--- src/rtl/stop_seq_pkg.sv ---
package stop_seq_pkg;

    typedef enum logic [2:0] {
        ST_RUN        = 3'd0,
        ST_CHECK      = 3'd1,
        ST_STOP       = 3'd2,
        ST_WAKE_WAIT  = 3'd3,
        ST_RESTORE    = 3'd4
    } seq_state_e;

    localparam logic [1:0] SRC_RC   = 2'b00;
    localparam logic [1:0] SRC_XOSC = 2'b01;
    localparam logic [1:0] SRC_PLL  = 2'b10;

    localparam int RTC_FLAG_W = 5;

    typedef struct packed {
        seq_state_e state;
        logic       kind_evt;
        logic       reg_lp;
        logic [1:0] src;
        logic       refused;
        logic       done;
    } seq_reg_t;

endpackage

--- src/rtl/stop_entry_guard.sv ---
module stop_entry_guard
    import stop_seq_pkg::*;
#(
    parameter int LINE_W   = 23,
    parameter int PERIPH_W = 8
) (
    input  logic                  wfi_req,
    input  logic                  wfe_req,
    input  logic                  isr_ret,
    input  logic                  sleep_on_exit,
    input  logic                  deep_sleep,
    input  logic                  pdown_sel,
    input  logic                  kind_evt,
    input  logic                  irq_pending,
    input  logic                  evt_pending,
    input  logic [LINE_W-1:0]     line_pend,
    input  logic [PERIPH_W-1:0]   periph_pend,
    input  logic [RTC_FLAG_W-1:0] rtc_flags,
    output logic                  req_valid,
    output logic                  req_evt,
    output logic                  blocked
);

    logic irq_path;
    logic flag_any;

    // Interrupt-style paths win when both kinds arrive together.
    assign irq_path  = wfi_req || (isr_ret && sleep_on_exit);
    assign req_valid = (irq_path || wfe_req) && deep_sleep && !pdown_sel;
    assign req_evt   = wfe_req && !irq_path;

    assign flag_any  = (|line_pend) || (|periph_pend) || (|rtc_flags);
    assign blocked   = flag_any || (kind_evt ? evt_pending : irq_pending);

endmodule

--- src/rtl/stop_wake_timer.sv ---
module stop_wake_timer #(
    parameter int STARTUP_MAIN = 4,
    parameter int STARTUP_LP   = 16
) (
    input  logic clk,
    input  logic rst_n,
    input  logic start,
    input  logic run,
    input  logic tick,
    input  logic lp_mode,
    output logic done
);

    localparam int MAX_CNT = (STARTUP_LP > STARTUP_MAIN) ? STARTUP_LP : STARTUP_MAIN;
    localparam int CNT_W   = $clog2(MAX_CNT + 1);
    localparam logic [CNT_W-1:0] LAST_MAIN = CNT_W'(STARTUP_MAIN - 1);
    localparam logic [CNT_W-1:0] LAST_LP   = CNT_W'(STARTUP_LP - 1);

    logic [CNT_W-1:0] cnt_d, cnt_q;
    logic [CNT_W-1:0] last;

    always_comb begin
        last  = lp_mode ? LAST_LP : LAST_MAIN;
        done  = run && tick && (cnt_q == last);
        cnt_d = cnt_q;
        if (start) begin
            cnt_d = '0;
        end else if (run && tick && !done) begin
            cnt_d = cnt_q + 1'b1;
        end
    end

    always_ff @(posedge clk or negedge rst_n) begin
        if (!rst_n) begin
            cnt_q <= '0;
        end else begin
            cnt_q <= cnt_d;
        end
    end

endmodule

--- src/rtl/stop_seq.sv ---
module stop_seq
    import stop_seq_pkg::*;
#(
    parameter int LINE_W       = 23,
    parameter int PERIPH_W     = 8,
    parameter int STARTUP_MAIN = 4,
    parameter int STARTUP_LP   = 16
) (
    input  logic                  clk,
    input  logic                  rst_n,
    input  logic                  lp_tick,
    input  logic                  wfi_req,
    input  logic                  wfe_req,
    input  logic                  isr_ret,
    input  logic                  sleep_on_exit,
    input  logic                  deep_sleep,
    input  logic                  pdown_sel,
    input  logic                  lp_sel,
    input  logic                  irq_pending,
    input  logic                  evt_pending,
    input  logic [LINE_W-1:0]     line_pend,
    input  logic [PERIPH_W-1:0]   periph_pend,
    input  logic [RTC_FLAG_W-1:0] rtc_flags,
    input  logic                  wake_irq,
    input  logic                  wake_evt,
    input  logic                  clk_fail,
    input  logic                  src_wr,
    input  logic [1:0]            src_wdata,
    output logic                  clk_gate_en,
    output logic                  reg_lp,
    output logic [1:0]            clk_src,
    output logic                  entry_refused,
    output logic                  wake_done
);

    seq_reg_t   r_d, r_q;
    seq_state_e st_q;
    logic       req_valid, req_evt, blocked;
    logic       wake_any;
    logic       tmr_start, tmr_run, tmr_done;

    assign wake_any = wake_irq || wake_evt;
    assign st_q     = r_q.state;

    stop_entry_guard #(
        .LINE_W   (LINE_W),
        .PERIPH_W (PERIPH_W)
    ) i_guard (
        .wfi_req       (wfi_req),
        .wfe_req       (wfe_req),
        .isr_ret       (isr_ret),
        .sleep_on_exit (sleep_on_exit),
        .deep_sleep    (deep_sleep),
        .pdown_sel     (pdown_sel),
        .kind_evt      (r_q.kind_evt),
        .irq_pending   (irq_pending),
        .evt_pending   (evt_pending),
        .line_pend     (line_pend),
        .periph_pend   (periph_pend),
        .rtc_flags     (rtc_flags),
        .req_valid     (req_valid),
        .req_evt       (req_evt),
        .blocked       (blocked)
    );

    stop_wake_timer #(
        .STARTUP_MAIN (STARTUP_MAIN),
        .STARTUP_LP   (STARTUP_LP)
    ) i_timer (
        .clk     (clk),
        .rst_n   (rst_n),
        .start   (tmr_start),
        .run     (tmr_run),
        .tick    (lp_tick),
        .lp_mode (r_q.reg_lp),
        .done    (tmr_done)
    );

    assign tmr_run = (r_q.state == ST_WAKE_WAIT);

    always_comb begin
        r_d       = r_q;
        r_d.done  = 1'b0;
        tmr_start = 1'b0;
        case (r_q.state)
            ST_RUN: begin
                if (src_wr) begin
                    r_d.src = src_wdata;
                end
                if (req_valid) begin
                    r_d.state    = ST_CHECK;
                    r_d.kind_evt = req_evt;
                end
            end
            ST_CHECK: begin
                if (wake_any) begin
                    r_d.state = ST_RUN;
                end else if (blocked) begin
                    r_d.state   = ST_RUN;
                    r_d.refused = 1'b1;
                end else begin
                    r_d.state   = ST_STOP;
                    r_d.refused = 1'b0;
                    r_d.reg_lp  = lp_sel;
                end
            end
            ST_STOP: begin
                if (wake_any) begin
                    r_d.state = ST_WAKE_WAIT;
                    r_d.src   = SRC_RC;
                    tmr_start = 1'b1;
                end
            end
            ST_WAKE_WAIT: begin
                if (tmr_done) begin
                    r_d.state  = ST_RESTORE;
                    r_d.reg_lp = 1'b0;
                end
            end
            ST_RESTORE: begin
                r_d.state = ST_RUN;
                r_d.done  = 1'b1;
            end
            default: begin
                r_d.state = ST_RUN;
            end
        endcase
        // A failing source never stays selected.
        if (clk_fail && (r_q.src != SRC_RC)) begin
            r_d.src = SRC_RC;
        end
    end

    always_ff @(posedge clk or negedge rst_n) begin
        if (!rst_n) begin
            r_q <= '{state: ST_RUN, kind_evt: 1'b0, reg_lp: 1'b0,
                     src: SRC_RC, refused: 1'b0, done: 1'b0};
        end else begin
            r_q <= r_d;
        end
    end

    assign clk_gate_en   = !((r_q.state == ST_STOP) || (r_q.state == ST_WAKE_WAIT));
    assign reg_lp        = r_q.reg_lp;
    assign clk_src       = r_q.src;
    assign entry_refused = r_q.refused;
    assign wake_done     = r_q.done;

endmodule

--- config.mk ---
export PLATFORM = sky130hd
export DESIGN_NAME = stop_seq
export DESIGN_NICKNAME = d
export VERILOG_FILES = /design/src/rtl/stop_seq_pkg.sv /design/src/rtl/stop_entry_guard.sv /design/src/rtl/stop_wake_timer.sv /design/src/rtl/stop_seq.sv
export SDC_FILE = /design/constraint.sdc
export NUM_CORES = 1
export LEC_CHECK = 0
export BUFFER_PORTS_ARGS = -buffer_cell sky130_fd_sc_hd__buf_2
export CAP_MARGIN = 25
export CORE_ASPECT_RATIO = 0.7
export CORE_MARGIN = 8
export CORE_UTILIZATION = 40
export CTS_CLUSTER_SIZE = 14
export DETAILED_ROUTE_END_ITERATION = 12
export GPL_TIMING_DRIVEN = 0
export PLACE_DENSITY = 0.84
export SLEW_MARGIN = 10
export SYNTH_ARGS = -nofsm -noshare
export SYNTH_HDL_FRONTEND = slang
export SYNTH_SLANG_ARGS = --single-unit
--- constraint.sdc ---
create_clock -name clk -period 1.8 [get_ports clk]
set_clock_uncertainty 0.15 [all_clocks]
set_input_delay 0.18 -clock clk [delete_from_list [all_inputs] [get_ports clk]]
set_output_delay 0.18 -clock clk [all_outputs]
set_load 0.01 [all_outputs]
; Word level (Yosys, flattened, before mapping)
; Cells that the tools add are included.
[totals]
out_inout_bits = 6
register_bits = 14
in_bits = 54
wordCells = 75
[op_classes]
reduce_logical = 32
eq_ne = 12
add_sub_neg = 1
n_mux = 22
bitwise = 1
[ops]
columns = operator, count
row1 = $reduce_or 23->1, 1
row2 = $pmux 3 s4, 1
row3 = $mux 5, 2
row4 = $mux 3, 3
row5 = $logic_and 1x1->1, 8
row6 = $mux 1, 8
row7 = $mux 2, 4
row8 = $mux 4, 2
row9 = $ne 2x2->1 const B, 4
row10 = $reduce_or 8->1, 1
row11 = $logic_or 1x1->1, 7
row12 = $eq 3x2->1 const B, 2
row13 = $ne 3x3->1 const B, 2
row14 = $reduce_and 3->1, 2
row15 = $reduce_bool 2->1, 3
row16 = $add 5x1->5 const B, 1
row17 = $eq 5x5->1, 1
row18 = $reduce_or 5->1, 1
row19 = $logic_not 1->1, 4
row20 = $pmux 2 s2, 1
row21 = $reduce_and 2->1, 2
row22 = $reduce_and 4->1, 1
row23 = $eq 3x1->1 const B, 1
row24 = $eq 3x3->1 const B, 1
row25 = other kinds (5), 5

; Depth between registers and ports, before layout
; Gate-level depths: netlist of run 1.
[logic_depth]
ltp_word = 7
depth_mapped = 6
mapped_depth_nobuf = 6

; Cells and area by module
; From an unflattened synthesis of run 1, not the netlist that was laid out.
[unflattened]
cells_unflattened = 106
area_unflattened_um2 = 989.7
[by_module_without_submodules]
columns = mod, seq_area_each_um2, cells_each, instances, area_per_inst_um2
row1 = stop_seq, 225.2, 45, 1, 464.2
row2 = stop_wake_timer, 125.1, 42, 1, 385.4
row3 = stop_entry_guard, 0.0, 19, 1, 140.1

; Worst setup path after synthesis of run 1
; OpenSTA, ideal clock, no wires.
[synth_path]
path_kind = reg2reg
from = register i_timer.cnt_q[0]
to = register i_timer.cnt_q[4]
setup_ps = 123
t_required_ps = 1527
path_stages_with_launch = 7
path_buffers = 0
t_arrival_ps = 1266
synth_period_minus_slack_ps = 1540
setup_slack_ps = 260
cell_sequence = dfrtp_1 ha_1 nor2b_1 o21ai_2 and2_1 nand4_1 mux2i_1
[synth_between]
elab_chain_cells = 5
elab_cells_between_ends = 8
cone_classes = add/sub (1) / eq/ne (1) / mux (2) / reduce/logical (4)
[synth_lines]
columns = item, line
row1 = start: declaration, stop_wake_timer.sv:19  ; logic [CNT_W-1:0] cnt_d, cnt_q;
row2 = start signal: assignment, stop_wake_timer.sv:37  ; cnt_q <= cnt_d;
row3 = "parallel branches: the longest is 5 deep, another holds $add 5x1->5", --
; Parallel ways; which one is timed is not known. The select of a mux whose other input is x is not followed.
; A chain may end at the register's enable or synchronous reset.

; Final worst setup path of run 1
; Same ends and word-level chain as after synthesis.

==> summary.md, run 1 <==
| Metric | Value |
|---|---|
| Status | complete, no violations |
| Root Buffer | clkbuf_4 |
| Fraction of final layout cells sized beyond drive strength 1 | 49.0% |
| CP max stage cell | dfrtp_1 |
| EDFF count, synth | 0 |
| Skew-Pair Late Insertion Delay | 290 ps |
| Initial Util | 41.8% |
| Number of global-route vias before repair | 1057 |
| Tcrit/Tclk final | 95.0% |
| Most common cell in the netlist | dfrtp_1 |
| HP Class | input pin to register |
| CTS tree | built |
| Worst-Margin Slew | 366 ps |
| Family with the most delay on the worst path | simple AND/OR/NAND/NOR gates |
| CP startpoint | i_timer.cnt_q[0]$_DFFE_PN0P_ |
| Min Clock Period, post-route | 1710 ps |
| Top cells by area, synth | dfrtp_1, nor4_1, nor2_1 |
| GRT Residual Overflow | 0 |
| Unrepaired setup endpoints after global routing | no |
| Setup-failing EPs final | 0 |
| Async SR Flop Fraction | 100% |
| DRT iter0 DRCs | 19 |
| Slew headroom | 75.3% |
| Global Route Usage Sum | 14.4% |
| Syn_area_per_cell | 9.82 sq um |
| Final WL | 2.84 mm |
| TNS Setup | 0 ps |
| Post-Syn Nets | 146 |
| Worst path cell trace | ha_1, nor2b_1, o21ai_2, and2_1, nand4_1, mux2i_1 |
| R2r setup slk | 90 ps |
| Critical path class | register to register |
| Cell accounting for the most synthesized area | dfrtp_1 |
| Hold Worst Slack | 11.4 ps |
| Worst Setup Start Kind | register |
| Routed met1 length | 1.12 mm |
| Final GP Congestion | 0.776 |
| First-pass GRT wire length | 4.66 mm |
| Top-area cell type share of the netlist area | 39.2% |
| Via Count | 973 |
| Ports | 60 |
| Met3 wire length | 166 um |
| Mapped cell area | 893 sq um |
| Row cnt | 14 |
| Port bufs | 59 |
| Synth unique cells | 38 |
| Max Cap Viol | 0 |
| Crit Path Max Fanout | 6 |
| Arr. time, crit path | 1740 ps |
| Main synth FF type | dfrtp_1 |
| Top sig layer | met4 |
| Nets | 214 |
| Final ANT Viol Nets | 0 |
| Clock Pin Slew Worst Setup and Hold Paths | 80 ps |
| Worst path required time | 1830 ps |
| Placed Cells | 182 |
| Sequential fraction of the synthesis area | 39.2% |
| Total Power | 0.698 mW |
| Seq. cell area | 350 sq um |
| Buf/Inv on CP | 0 |
| Initial antenna violation count | 0 |
| Synth warn | 0 |
| Clock sinks | 14 |
| # H-tree levels | 1 |
| DIE HEIGHT | 55.5 um |
| Max incr delay on CP | 410 ps |
| Final std cells w/o fill | 189 |
| Peak supply drop | 0.294 mV |
| Fin. Hold Viols | 0 |
| Max-slew violation count | 0 |
| Pwr Density | 536 nW/um^2 |
| Leakage power | 0.645 nW |
| Core area | 2140 sq um |
| Fill cells | 197 |
| Area of the multi-input gates | 502 sq um |
| Hold_sp | wfi_req |
| Metal2 WL | 1.50 mm |
| DRC violations left | 0 |
| DR pass1 iterations | 4 |
| Die area | 4030 sq um |
| Antenna cells | 0 |
| RR Startpoint | i_timer.cnt_q[0]$_DFFE_PN0P_ |
| F_max | 585 MHz |
| Die X | 72.5 um |
| Final core occ | 60.9% |
| Hpwl dp | 2.38 mm |
| Largest net degree at the start of global routing | 15 |
| Area growth syn-to-layout | 45.8% |
| Vias per cell | 5.15 |
| Setup crit end kind | register |
| Post-Syn Instances | 91 |
| Post-synth top cells | dfrtp_1, nor2_1, nor4_1 |
| Num CTS Buffers | 3 |
| Average routed wire per standard cell | 15.0 um |
| Synthesized flop and latch total | 14 |
| Longest Clk Path Bufs | 2 |
-- path summary, 6_finish.rpt --
kind / to / cells past startpoint
min in group asynchronous: i_timer.cnt_q[2]$_DFFE_PN0P_ / 2
max in group asynchronous: reg_lp$_DFFE_PN0P_ / 2
worst max register to register: i_timer.cnt_q[4]$_DFFE_PN0P_ / 6
worst max-delay path: i_timer.cnt_q[4]$_DFFE_PN0P_ / 6
worst min register to register: i_timer.cnt_q[4]$_DFFE_PN0P_ / 1
worst min-delay path: r_q[5]$_DFFE_PN0P_ / 3
-- placed cells by master (no fill, tap or decap), types with 2 or more instances in the layout --
cell	netlist	routed
a21oi_1	4	4
and2_1	2	2
buf_2	0	59
buf_4	3	3
buf_6	2	2
clkbuf_4	0	3
dfrtp_1	14	14
dlygate4sd3_1	0	4
inv_1	2	2
mux2i_1	3	3
nand2_1	4	4
nand2b_1	2	2
nand4_1	4	4
nor2_1	10	10
nor2b_1	2	2
nor3_1	3	2
nor4_1	7	6
nor4_2	3	4
o21ai_0	3	2
xor2_1	2	2
-- stage by stage --
stage               instance area, sq um  setup slack (ps)
floorplan                            893               260
global placement                    1230               168
detailed placement                  1230               112
CTS                                 1290              98.2
global route                        1300              19.7
finish                              1300              90.5
-- area by class of cell --
| type | instances | share of cell area (%) |
|---|---|---|
| buffer | 5 | 3.46 |
| clock buffer | 3 | 1.73 |
| inverter | 2 | 0.576 |
| multi-input combinational | 70 | 38.5 |
| sequential | 14 | 26.9 |
| tap | 32 | 3.07 |
| timing repair buffer | 63 | 25.7 |
-- kinds of logic after synthesis --
kind of cell | synth area share [%]
simple gates | 32.9
compound gates | 14.3
flops | 39.2
buf+inv | 5.88
xor+xnor | 2.94
mux | 3.36
fa+ha+maj | 1.40
-- sequential cells by signal, indices dropped and copies added (netlist names) --
signal / cells
st_q: 3
r_q: 1
i_timer.cnt_q: 5
wake_done: 1
entry_refused: 1
reg_lp: 1
clk_src: 2
-- worst register-to-register path, cell delays in order, from the launching register on --
cell	delay, ps
dfrtp_1	410
ha_1	240
nor2b_1	150
o21ai_2	120
and2_1	260
nand4_1	140
mux2i_1	140
-- report_power, final --
group / switching (mW) / total (mW) / internal [mW]
logic: 0.0714 / 0.167 / 0.0960
clock network: 0.103 / 0.180 / 0.0779
registers: 0.0175 / 0.351 / 0.333
total: 0.191 / 0.698 / 0.507
-- layer usage --
| metal | up-vias | global-route usage (%) |
|---|---|---|
| li1 | 475 | - |
| met1 | 467 | 14.9 |
| met2 | 24 | 24.8 |
| met3 | 7 | 5.94 |
| met4 | 0 | 6.25 |
| met5 | - | 0 |
-- timing repair --
action,4_1_cts,5_1_grt
hold buffers,4,0
endpoints found under the hold margin,17,0
gates resized for setup,0,3
endpoints found under the setup margin,0,3
buffers inserted,0,0
Power figures use the tool's default switching activity.
==> run 2, diff against run 1 <==
--- a/config.mk
+++ b/config.mk
@@ -13,6 +13,7 @@
 export CTS_CLUSTER_SIZE = 14
 export DETAILED_ROUTE_END_ITERATION = 12
 export GPL_TIMING_DRIVEN = 0
+export MAX_ROUTING_LAYER = met4
 export PLACE_DENSITY = 0.84
 export SLEW_MARGIN = 10
 export SYNTH_ARGS = -nofsm -noshare
==> summary.md, run 2 (synthesis results as in run 1) <==
| Metric | Value |
|---|---|
| Status | complete, no violations |
| Crit Path Max Fanout | 6 |
| DRT iter0 DRCs | 19 |
| Area growth syn-to-layout | 45.8% |
| Row cnt | 14 |
| DRC violations left | 0 |
| CP startpoint | i_timer.cnt_q[0]$_DFFE_PN0P_ |
| Peak supply drop | 0.294 mV |
| Final WL | 2.84 mm |
| Min Clock Period, post-route | 1710 ps |
| Ports | 60 |
| DR pass1 iterations | 4 |
| Core area | 2140 sq um |
| GRT Residual Overflow | 0 |
| Worst path required time | 1830 ps |
| Fin. Hold Viols | 0 |
| Hpwl dp | 2.38 mm |
| Global Route Usage Sum | 14.8% |
| RR Startpoint | i_timer.cnt_q[0]$_DFFE_PN0P_ |
| Max Cap Viol | 0 |
| Leakage power | 0.645 nW |
| HP Class | input pin to register |
| Buf/Inv on CP | 0 |
| Setup-failing EPs final | 0 |
| CTS tree | built |
| Most frequent cells in the layout | buf_2, dfrtp_1, nor2_1 |
| Pwr Density | 536 nW/um^2 |
| Critical path class | register to register |
| Root Buffer | clkbuf_4 |
| Unrepaired setup endpoints after global routing | no |
| Most common cell after layout, fill and taps aside | buf_2 |
| Max-slew violation count | 0 |
| Postcts setup bufs | 0 |
| Worst Setup Start Kind | register |
| Clock Pin Slew Worst Setup and Hold Paths | 80 ps |
| R2R Path End | i_timer.cnt_q[4]$_DFFE_PN0P_ |
| Die area | 4030 sq um |
| Setup crit end kind | register |
| Skew-Pair Late Insertion Delay | 290 ps |
| Hold_sp | wfi_req |
| Placed Cells | 182 |
| Fraction of final layout cells sized beyond drive strength 1 | 49.0% |
| Number of global-route vias before repair | 1052 |
| Nets | 214 |
| Hold path depth | 3 |
| Port bufs | 59 |
| TNS Setup | 0 ps |
| Hold Crit Endpoint | r_q[5]$_DFFE_PN0P_ |
| Cell area after layout | 1300 sq um |
| Final std cells w/o fill | 189 |
| Num CTS Buffers | 3 |
| # H-tree levels | 1 |
| Final ANT Viol Nets | 0 |
| DIE HEIGHT | 55.5 um |
| First-pass GRT wire length | 4.70 mm |
| Die X | 72.5 um |
| Vias per cell | 5.15 |
| Initial Util | 41.8% |
| Final GP Congestion | 0.787 |
| Max incr delay on CP | 410 ps |
| Worst-Margin Slew | 364 ps |
| Total Power | 0.698 mW |
| Antenna cells | 0 |
| Biggest register | i_timer.cnt_q |
| Hold Worst Slack | 11.7 ps |
| DP Area | 1230 sq um |
| Arr. time, crit path | 1740 ps |
| Largest net degree at the start of global routing | 15 |
| Longest Clk Path Bufs | 2 |
| Family with the most delay on the worst path | simple AND/OR/NAND/NOR gates |
| Via Count | 973 |
| Max reg flops | 5 |
| Reg2reg path depth | 6 |
| F_max | 585 MHz |
| Slew headroom | 75.4% |
| Worst path cell trace | ha_1, nor2b_1, o21ai_2, and2_1, nand4_1, mux2i_1 |
| Initial antenna violation count | 0 |
| R2r setup slk | 90 ps |
| CP max stage cell | dfrtp_1 |
| Fill cells | 197 |
| Clock sinks | 14 |
| Tcrit/Tclk final | 95.0% |
| Average routed wire per standard cell | 15.0 um |
[run 2: timing repair]
item                       CTS  global route
hold buffers                 4             0
hold endpoints to repair    17             0
resized for setup            0             3
setup endpoints to repair    0             3
[run 2: metrics by stage]
stage	utilization (%)	setup WS (ps)
6_report	60.9	90.5
5_1_grt	60.9	19.7
4_1_cts	60.4	98.2
3_5_place_dp	57.5	112
2_1_floorplan	-	260
3_3_place_gp	57.5	168
[run 2: report_power, final]
group	switching (mW)	internal, mW
logic	0.0713	0.0960
registers	0.0175	0.333
clock network	0.102	0.0779
[run 2: cell type report]
type | count | area [sq um] | share of cell area, %
Timing Repair Buffer | 63 | 335 | 25.7
Inverter | 2 | 7.51 | 0.576
Clock buffer | 3 | 22.5 | 1.73
Sequential cell | 14 | 350 | 26.9
Buffer | 5 | 45.0 | 3.46
Tap cell | 32 | 40.0 | 3.07
Multi-Input combinational cell | 70 | 502 | 38.5
[run 2: how the worst max path moves through the flow]
| stage | end | slack, ps | cells past startpoint |
|---|---|---|---|
| finish | i_timer.cnt_q[4]$_DFFE_PN0P_ | 90 | 6 |
| global route | i_timer.cnt_q[4]$_DFFE_PN0P_ | 20 | 6 |
| CTS | i_timer.cnt_q[1]$_DFFE_PN0P_ | 100 | 6 |
| detailed placement | i_timer.cnt_q[1]$_DFFE_PN0P_ | 110 | 6 |
| global placement | reg_lp$_DFFE_PN0P_ | 170 | 6 |
| floorplan | i_timer.cnt_q[4]$_DFFE_PN0P_ | 260 | 6 |
[run 2: worst reg2reg max path, cell delays in order (launching register included)]
cell and delay (ps):
dfrtp_1 410, ha_1 240, nor2b_1 150, o21ai_2 120, and2_1 260, nand4_1 140, mux2i_1 140
[run 2: routing by layer]
layer / part of all wire [%] / vias to the layer above / global-route usage (%)
met2: 53 / 24 / 25.0
met5: 0 / - / -
met1: 40 / 467 / 15.2
met3: 5.6 / 7 / 5.76
li1: - / 475 / -
met4: 1.9 / 0 / 5.68
==> run 3, diff against run 2 <==
--- a/config.mk
+++ b/config.mk
@@ -12,7 +12,6 @@
 export CORE_UTILIZATION = 40
 export CTS_CLUSTER_SIZE = 14
 export DETAILED_ROUTE_END_ITERATION = 12
-export GPL_TIMING_DRIVEN = 0
 export MAX_ROUTING_LAYER = met4
 export PLACE_DENSITY = 0.84
 export SLEW_MARGIN = 10
==> summary.md, run 3 (synthesis results as in run 1) <==
| Metric | Value |
|---|---|
| Max incr delay on CP | 490 ps |
| CTS tree | built |
| Final core occ | 58.8% |
| Cell area after layout | 1260 sq um |
| Hold Worst Slack | 16.0 ps |
| Antenna cells | 0 |
| # H-tree levels | 1 |
| Nets | 209 |
| Port bufs | 59 |
| Worst-Margin Slew | 409 ps |
| DP Area | 1190 sq um |
| DR pass1 iterations | 4 |
| Area growth syn-to-layout | 40.6% |
| Max-slew violation count | 0 |
| Most common cell after layout, fill and taps aside | buf_2 |
| Hpwl dp | 2.47 mm |
| Total Power | 0.675 mW |
| Max reg flops | 5 |
| Skew-Pair Late Insertion Delay | 270 ps |
| Slew headroom | 72.4% |
| Initial antenna violation count | 0 |
| GRT met3 Usage | 5.40% |
| Tcrit/Tclk final | 91.9% |
| Global Route Usage Sum | 14.5% |
| Largest net degree at the start of global routing | 15 |
| Arr. time, crit path | 1700 ps |
| Die X | 72.5 um |
| Setup-failing EPs final | 0 |
| DRT iter0 DRCs | 15 |
| Fin. Hold Viols | 0 |
| Critical path class | register to register |
| Clock sinks | 14 |
| Peak supply drop | 0.323 mV |
| Pwr Density | 538 nW/um^2 |
| CP max stage cell | dfrtp_2 |
| Num CTS Buffers | 3 |
| Hold path depth | 2 |
| GRT busiest layer | met2 |
| Most frequent cells in the layout | buf_2, dfrtp_1, nor2_1 |
| Met1 Use GR | 14.1% |
| TNS Setup | 0 ps |
| Reg2reg path depth | 5 |
| Crit Path Max Fanout | 10 |
| DRC violations left | 0 |
| Min Clock Period, post-route | 1650 ps |
| Unrepaired setup endpoints after global routing | no |
| First-pass GRT wire length | 4.59 mm |
| Final WL | 2.89 mm |
| Via Count | 949 |
| Max Cap Viol | 0 |
| Postcts setup bufs | 0 |
| Fraction of final layout cells sized beyond drive strength 1 | 50.0% |
| Buf/Inv on CP | 1 |
| Biggest register | i_timer.cnt_q |
| Worst path cell trace | nor3b_4, nand2_1, nor4_2, inv_1, a21oi_1 |
| Row cnt | 14 |
| Final ANT Viol Nets | 0 |
| Final GP Congestion | 0.891 |
| F_max | 605 MHz |
| DIE HEIGHT | 55.5 um |
| Setup crit end kind | register |
| R2R Path End | st_q[1]$_DFFE_PN0P_ |
| Area of the multi-input gates | 499 sq um |
| Vias per cell | 5.16 |
| Core area | 2140 sq um |
| Hold_sp | src_wdata[0] |
| Global Route met2 Usage | 27.2% |
| Hold Crit Endpoint | clk_src[0]$_DFFE_PN0P_ |
| R2r setup slk | 150 ps |
| Worst path required time | 1850 ps |
| Initial Util | 41.8% |
| Leakage power | 0.614 nW |
| Root Buffer | clkbuf_4 |
| Ports | 60 |
| Worst Setup Start Kind | register |
| Seq. cell area | 354 sq um |
| Number of global-route vias before repair | 1030 |
| HP Class | input pin to register |
| Clock Pin Slew Worst Setup and Hold Paths | 80 ps |
| Family with the most delay on the worst path | simple AND/OR/NAND/NOR gates |
| Fill cells | 209 |
| Die area | 4030 sq um |
| Longest Clk Path Bufs | 2 |
| Average routed wire per standard cell | 15.7 um |
| RR Startpoint | st_q[1]$_DFFE_PN0P_ |
| Status | complete, no violations |
| GRT Residual Overflow | 0 |
[run 3: changes by cell type in the layout (fill, tap and decap cells not counted), sizes merged]
cell / delta
buf: -4
dlygate4sd3: -1
[run 3: power by group]
group          switching [mW]  internal, mW  leakage [nW]  total (mW)
Sequential             0.0202         0.333         0.180       0.354
Combinational          0.0666        0.0865         0.420       0.153
Clock                  0.0914        0.0774        0.0138       0.169
Total                   0.178         0.497         0.614       0.675
[run 3: per-stage QoR]
step | worst slack [ps] | cells
5_1_grt | 15.6 | 184
4_1_cts | 45.7 | 184
3_3_place_gp | 31.4 | 178
6_report | 146 | 184
3_5_place_dp | 0.871 | 178
2_1_floorplan | 260 | 91
[run 3: how the worst max path moves through the flow]
stage	start	slack, ps	depth (start not counted)	end
detailed placement	st_q[0]$_DFFE_PN0P_	0.9	5	st_q[1]$_DFFE_PN0P_
global route	st_q[1]$_DFFE_PN0P_	20	5	st_q[1]$_DFFE_PN0P_
CTS	st_q[0]$_DFFE_PN0P_	50	5	st_q[1]$_DFFE_PN0P_
floorplan	i_timer.cnt_q[0]$_DFFE_PN0P_	260	6	i_timer.cnt_q[4]$_DFFE_PN0P_
global placement	st_q[0]$_DFFE_PN0P_	30	5	st_q[1]$_DFFE_PN0P_
finish	st_q[1]$_DFFE_PN0P_	150	5	st_q[1]$_DFFE_PN0P_
[run 3: cell type report]
cell class | instances | area share (%)
timing repair buffer | 63 | 26.5
multi-input combinational | 70 | 39.7
inverter | 2 | 0.598
tap | 32 | 3.19
sequential | 14 | 28.2
clock buffer | 3 | 1.79
[run 3: routing by layer]
| metal | wire length, um | share of wire [%] |
|---|---|---|
| met4 | 0 | 0 |
| met1 | 1090 | 38 |
| met3 | 161 | 5.6 |
| met2 | 1630 | 56 |
| met5 | 0 | 0 |
[run 3: repair_timing]
item                                    in CTS  in global routing
endpoints found under the hold margin       16                  0
endpoints found under the setup margin       1                  3
hold buffers                                 3                  0
cloned                                       0                  0
resized for setup                            1                  5
